==> config.mk <==
export PLATFORM = sky130hd
export DESIGN_NAME = i2c_host_regs
export DESIGN_NICKNAME = d
export VERILOG_FILES = /design/src/rtl/i2c_host_regs.sv
export SDC_FILE = /design/constraint.sdc
export NUM_CORES = 1
export LEC_CHECK = 0
export ABC_AREA = 1
export BUFFER_PORTS_ARGS = -buffer_cell sky130_fd_sc_hd__buf_2
export CORE_UTILIZATION = 40
export CTS_CLUSTER_DIAMETER = 60
export DETAILED_ROUTE_END_ITERATION = 6
export GPL_TIMING_DRIVEN = 0
export PLACE_DENSITY = 0.67
export SYNTH_ARGS = -nofsm -noshare
export SYNTH_HDL_FRONTEND = slang
export SYNTH_SLANG_ARGS = --single-unit
==> constraint.sdc <==
create_clock -name clk -period 1.6 [get_ports clk]
set_clock_uncertainty 0.2 [all_clocks]
set_input_delay 0.16 -clock clk [delete_from_list [all_inputs] [get_ports clk]]
set_output_delay 0.16 -clock clk [all_outputs]
set_load 0.01 [all_outputs]
==> src/rtl/i2c_host_regs.sv <==
module i2c_host_regs #(
  parameter logic [4:0] IDLE_CODE = 5'h1F,
  parameter logic [7:0] TOUT_INIT = 8'hFF
) (
  input  logic       clk,
  input  logic       rst,
  input  logic       sel,
  input  logic       rd_en,
  input  logic       wr_en,
  input  logic [1:0] addr,
  input  logic [7:0] wdata,
  output logic [7:0] rdata,
  output logic       irq_n,
  input  logic       eng_set_si,
  input  logic [4:0] eng_code,
  input  logic [7:0] eng_rx,
  input  logic       eng_stop_seen,
  output logic       eng_resume,
  output logic       ctl_aa,
  output logic       ctl_en,
  output logic       ctl_sta,
  output logic       ctl_sto,
  output logic [2:0] ctl_rate,
  output logic [7:0] own_addr,
  output logic [7:0] tx_byte,
  output logic [7:0] tout
);
  localparam logic [1:0] LOC_STAT = 2'd0;
  localparam logic [1:0] LOC_DATA = 2'd1;
  localparam logic [1:0] LOC_OWN  = 2'd2;
  localparam logic [1:0] LOC_CTL  = 2'd3;
  localparam int SI_BIT = 3;

  logic [7:0] ctl_q, data_q, own_q, tout_q;
  logic [4:0] code_q;

  wire host_wr  = sel & wr_en;
  wire wr_ctl   = host_wr && (addr == LOC_CTL);
  wire wr_data  = host_wr && (addr == LOC_DATA);
  wire wr_own   = host_wr && (addr == LOC_OWN);
  wire wr_tout  = host_wr && (addr == LOC_STAT);
  wire si_q     = ctl_q[SI_BIT];
  wire eng_take = eng_set_si & ~si_q;
  wire eng_arm  = eng_take && (eng_code != IDLE_CODE);
  wire si_d     = eng_arm | (si_q & ~wr_ctl);
  wire en_d     = wr_ctl ? wdata[6] : ctl_q[6];
  wire sto_d    = eng_stop_seen ? 1'b0 : (wr_ctl ? wdata[4] : ctl_q[4]);

  always_ff @(posedge clk) begin
    if (rst) begin
      ctl_q      <= 8'h00;
      data_q     <= 8'h00;
      own_q      <= 8'h00;
      tout_q     <= TOUT_INIT;
      code_q     <= IDLE_CODE;
      irq_n      <= 1'b1;
      eng_resume <= 1'b0;
    end else begin
      if (wr_ctl) begin
        ctl_q[7:5] <= wdata[7:5];
        ctl_q[2:0] <= wdata[2:0];
      end
      ctl_q[4]      <= sto_d;
      ctl_q[SI_BIT] <= si_d;
      irq_n         <= ~(si_d & en_d);
      eng_resume    <= wr_ctl;
      if (eng_arm)      data_q <= eng_rx;
      else if (wr_data) data_q <= wdata;
      if (wr_own)   own_q  <= wdata;
      if (wr_tout)  tout_q <= wdata;
      if (eng_take) code_q <= eng_code;
    end
  end

  always_comb begin
    rdata = 8'h00;
    if (sel && rd_en) begin
      case (addr)
        LOC_STAT: rdata = {code_q, 3'b000};
        LOC_DATA: rdata = data_q;
        LOC_OWN:  rdata = own_q;
        default:  rdata = ctl_q;
      endcase
    end
  end

  assign ctl_aa   = ctl_q[7];
  assign ctl_en   = ctl_q[6];
  assign ctl_sta  = ctl_q[5];
  assign ctl_sto  = ctl_q[4];
  assign ctl_rate = ctl_q[2:0];
  assign own_addr = own_q;
  assign tx_byte  = data_q;
  assign tout     = tout_q;


  ctl_write_release_chk: assert property (@(posedge clk) disable iff (rst)
    (wr_ctl && !eng_set_si) |=> (irq_n && !ctl_q[SI_BIT] && eng_resume));

  irq_level_chk: assert property (@(posedge clk) disable iff (rst)
    !irq_n |-> (ctl_q[SI_BIT] && ctl_en));

  stop_clear_chk: assert property (@(posedge clk) disable iff (rst)
    eng_stop_seen |=> !ctl_sto);

  frozen_while_si_chk: assert property (@(posedge clk) disable iff (rst)
    (ctl_q[SI_BIT] && eng_set_si && !wr_data) |=> ($stable(code_q) && $stable(data_q)));

  idle_no_si_chk: assert property (@(posedge clk) disable iff (rst)
    (!ctl_q[SI_BIT] && eng_set_si && eng_code == IDLE_CODE) |=> !ctl_q[SI_BIT]);

  status_low_zero_chk: assert property (@(posedge clk) disable iff (rst)
    (sel && rd_en && addr == LOC_STAT) |-> (rdata[2:0] == 3'b000));
endmodule

# == Word-level counts from Yosys, hierarchy flattened ==
# Index checks and enable logic that the tools add are counted.
# word_totals
reg_bits,39
latch_bits,0
ram_bits,0
mem_bits_ro,0
in_bits,30
wordCells,35
mem_count,0
# classes
add_sub_neg,0
multipliers,0
div,0
order_cmp,0
n_eq_ne,4
n_shift,0
mux,5
bitwise,8
reduce_logical,9
# op_table
cell,n
$mux W8,3
$pmux W8 S3,1
$logic_and A1 B1 Y1,6
$ne A5 B5 Y1 const B,1
$and A1 B1 Y1,4
$eq A2 B2 Y1 const B,2
$not A1 Y1,3
$eq A2 B1 Y1 const B,1
$logic_not A2 Y1,1
$reduce_bool A2 Y1,1
$reduce_or A2 Y1,1
$mux W1,1
$or A1 B1 Y1,1

# == Depth between registers and ports, before layout ==
# logic_depth
word_depth,7
mapped_depth,7
mapped_depth_nobuf,7

# == Worst setup path after synthesis ==
# No wires, ideal clock.
# synth_path
kind,register to register
start,reg ctl_q[3]
end,reg irq_n
setup_time_ps,133
arrival_ps,940
required_ps,1267
path_slack_ps,327
path_stages_with_launch,7
path_cell_list,dfxtp_1 -> inv_1 -> nand2_2 -> o21bai_4 -> buf_4 -> nand2_1 -> nand4_1
# synth_between
elab_chain_cells,6
# synth_lines
element,line_no,source
start: declaration,34,"logic [7:0] ctl_q, data_q, own_q, tout_q;"
start signal: indexed assignment,64,ctl_q[SI_BIT] <= si_d;
$not A1 Y1,43,wire eng_take = eng_set_si & ~si_q;
$and A1 B1 Y1,43,
$logic_and A1 B1 Y1,44,wire eng_arm = eng_take && (eng_code != IDLE_CODE);
$or A1 B1 Y1 *,45,wire si_d = eng_arm | (si_q & ~wr_ctl);
$and A1 B1 Y1 *,65,irq_n <= ~(si_d & en_d);
$not A1 Y1 *,65,
end signal: assignment,65,
end: declaration,13,"output logic irq_n,"
# Every way passes the cells marked *; elsewhere a longest branch is shown, timed or not.
# A chain may end at the register's enable or synchronous reset.

# == Worst setup path in the final report ==
# layout_path
start,in eng_code[2]
end,reg ctl_q[3]
# layout_between
elab_chain_cells,3
# layout_lines
element,line_no,source
start: declaration,15,"input logic [4:0] eng_code,"
$ne A5 B5 Y1,44,
$logic_and A1 B1 Y1,44,
$or A1 B1 Y1,45,
# Every way passes these cells.

==> summary.md <==
| Metric | Value |
|---|---|
| Top cells by count, synth | `nand2_1, dfxtp_1, nand3_1` |
| Initial Util | `42.1%` |
| Rows | `24` |
| Drc violations | `0` |
| Vias in the first global route | `1829` |
| Clk sinks | `39` |
| Initial antenna violation count | `0` |
| CP startpoint kind | `input port` |
| Run status | `finished, final reports clean` |
| Layout cells sized above 1 | `28.2%` |
| Worst-path fanout max | `9` |
| Fmax | `645 MHz` |
| Worst skew pair latency | `0.29 ns` |
| Port bufs | `70` |
| Die Wd | `69.9 um` |
| Period utilization | `96.9%` |
| Gpl congestion | `0.859` |
| Total Routing Usage GR | `21.6%` |
| Fin. max-slew vios | `0` |
| Die ar. | `4890 um2` |
| Max_cap viols | `0` |
| Ports | `71` |
| Setup ws final | `0.0493 ns` |
| Largest net degree at the start of global routing | `14` |
| Most common cell in the netlist | `nand2_1` |
| Cell variety after synth | `24` |
| Clock Tree Root | `clkbuf_8` |
| Antenna cells | `0` |
| Worst Tran Pin Value | `0.520 ns` |
| Synthesized cell area | `1840 um2` |
| Cell taking the most area after synthesis | `dfxtp_1` |
| Post-Route WL | `5.25 mm` |
| Critical path's top delay family | `buffers and inverters` |
| PD cells | `844 nW/um2` |
| Worst min-delay path class | `input port to register` |
| CP bufs+invs | `4` |
| Top cell type's share of synthesized area | `42.3%` |
| Final ANT Viol Nets | `0` |
| CP required | `1.56 ns` |
| DPL Wire Length | `3.93 mm` |
| Fillers | `441` |
| Syn_nets | `306` |
| Fin nets | `401` |
| Drt first pass iters | `4` |
| Sum Neg Setup Slack | `0 ns` |
| First-pass GRT wire length | `8.26 mm` |
| Worst-case hold slack | `0.00912 ns` |
| Post-synthesis register bit count | `39` |
| YS warnings | `0` |
| CTS buffer count | `5` |
| Minimum clock period | `1.55 ns` |
| Vias | `2074` |
| Clock transition at path regs | `0.08 ns` |
| Initial DRC Count | `129` |
| RSZ-0062 raised after global routing | `yes` |
| Syn Inst Count | `276` |
| Top_reg_cell synth | `dfxtp_1` |
| Vias/cell | `4.89` |
| Place WS | `0.0662 ns` |
| Syn Area/Cell | `6.68 um2` |
| H-tree depth | `2` |
| Rel. slew slack | `65.4%` |
| Number of synthesized flops with an enable pin | `0` |
| Clock Tree Buf Depth | `2` |
| CTS tree | `done` |
| Hold Vio Cnt, Final | `0` |
| Crit path cell chain | `dlygate4sd3_1 -> buf_2 -> nand3_1 -> o21bai_4 -> buf_6 -> buf_4 -> a21oi_1` |
| CP Class | `input port to register` |
| Wire per inst | `12.4 um` |
| Endpoints failing setup | `0` |
| Die Height | `69.9 um` |
| Grt total ovfl | `0` |
| Sequential area share after synthesis | `42.3%` |
| Maximum vdd drop | `0.521 mV` |
| Synth top area cells | `dfxtp_1, nand2_1, nand3_1` |
| CP max stage cell | `dlygate4sd3_1` |
| Async set or reset register ratio after synthesis | `0%` |
| Std-Cell Core Area | `4380 um2` |
| Synth-to-Final Area Change | `38.3%` |
| Worst EP arrival | `1.51 ns` |
| Leakage | `0.00138 uW` |
| Slowest stage delay, CP | `0.53 ns` |
| Crit. End Element | `register` |
-- timing repair --
item / in CTS / in global routing
hold buffers: 14 / 0
endpoints found under the setup margin: 0 / 11
endpoints found under the hold margin: 24 / 0
buffers inserted: 0 / 4
resized for setup: 0 / 6
-- final cells by class --
type	instances	area (um2)	share of cell area [%]
buffer	9	63.8	2.50
timing repair buffer	88	520	20.4
clock inverter	2	16.3	0.638
tap	52	65.1	2.55
multi-input combinational	196	901	35.3
sequential	39	781	30.6
clock buffer	6	82.6	3.24
inverter	32	121	4.76
-- worst min-delay path, stage by stage --
cell and delay (ns):
buf_2 0.09, inv_1 0.06, o211ai_1 0.16
-- metrics by stage --
stage | area [um2] | total power (uW) | cells | utilization (%)
CTS | 2500 | 2140 | 420 | 57.0
global placement | 2260 | 1420 | 398 | 51.5
global route | 2550 | 2250 | 424 | 58.2
finish | 2550 | 2150 | 424 | 58.2
detailed placement | 2260 | 1420 | 398 | 51.5
floorplan | 1840 | 1280 | 276 | -
-- cells in the final DEF (no fill, tap or decap), types with 2 or more instances in the layout --
master,netlist,final
buf_2,1,71
inv_2,4,4
buf_4,4,7
nand2_2,3,4
dlygate4sd3_1,0,14
nand3_1,32,32
o2111ai_1,3,3
nand2_1,92,91
nor2_1,30,29
inv_1,26,26
clkbuf_1,3,3
nor2_4,1,3
nor2_2,3,2
nand4_1,3,3
clkbuf_8,1,7
o21ai_0,14,14
dfxtp_1,39,39
a21oi_1,10,9
-- cells by family after synthesis --
family | Yosys count | share of synthesized area [%]
AND/OR/NAND/NOR | 167 | 38.5
AO/OA/AOI/OAI | 29 | 9.36
flip-flops | 39 | 42.3
buffers and inverters | 41 | 9.84
-- state kept, by name (all words and copies together) (netlist names) --
register,count
ctl_q,8
own_addr,8
tout,8
tx_byte,8
code_q,5
eng_resume,1
irq_n,1
-- where the power goes --
| part | total [uW] | internal (uW) | switching [uW] |
|---|---|---|---|
| Combinational | 392 | 171 | 221 |
| Sequential | 1060 | 1020 | 33.0 |
| Clock | 704 | 352 | 353 |
| Total | 2150 | 1550 | 606 |
-- routing by layer --
metal | track usage, % | routed length [um] | up-vias
li1 | - | - | 1061
met1 | 27.6 | 2370 | 938
met4 | 4.67 | 31 | 0
met2 | 37.4 | 2560 | 70
met5 | 0 | 0 | -
met3 | 4.33 | 293 | 5
-- path summary, 6_finish.rpt --
| kind | cells past startpoint | endpoint | from | slack (ns) |
|---|---|---|---|---|
| worst max-delay path | 7 | ctl_q[3] | eng_code[2] | 0.05 |
| worst min-delay path | 3 | code_q[3] | eng_code[3] | 0.009 |
| worst max register to register | 7 | irq_n | ctl_q[3] | 0.08 |
| worst min register to register | 2 | code_q[4] | code_q[4] | 0.28 |
(Power assumes the default switching activity.)
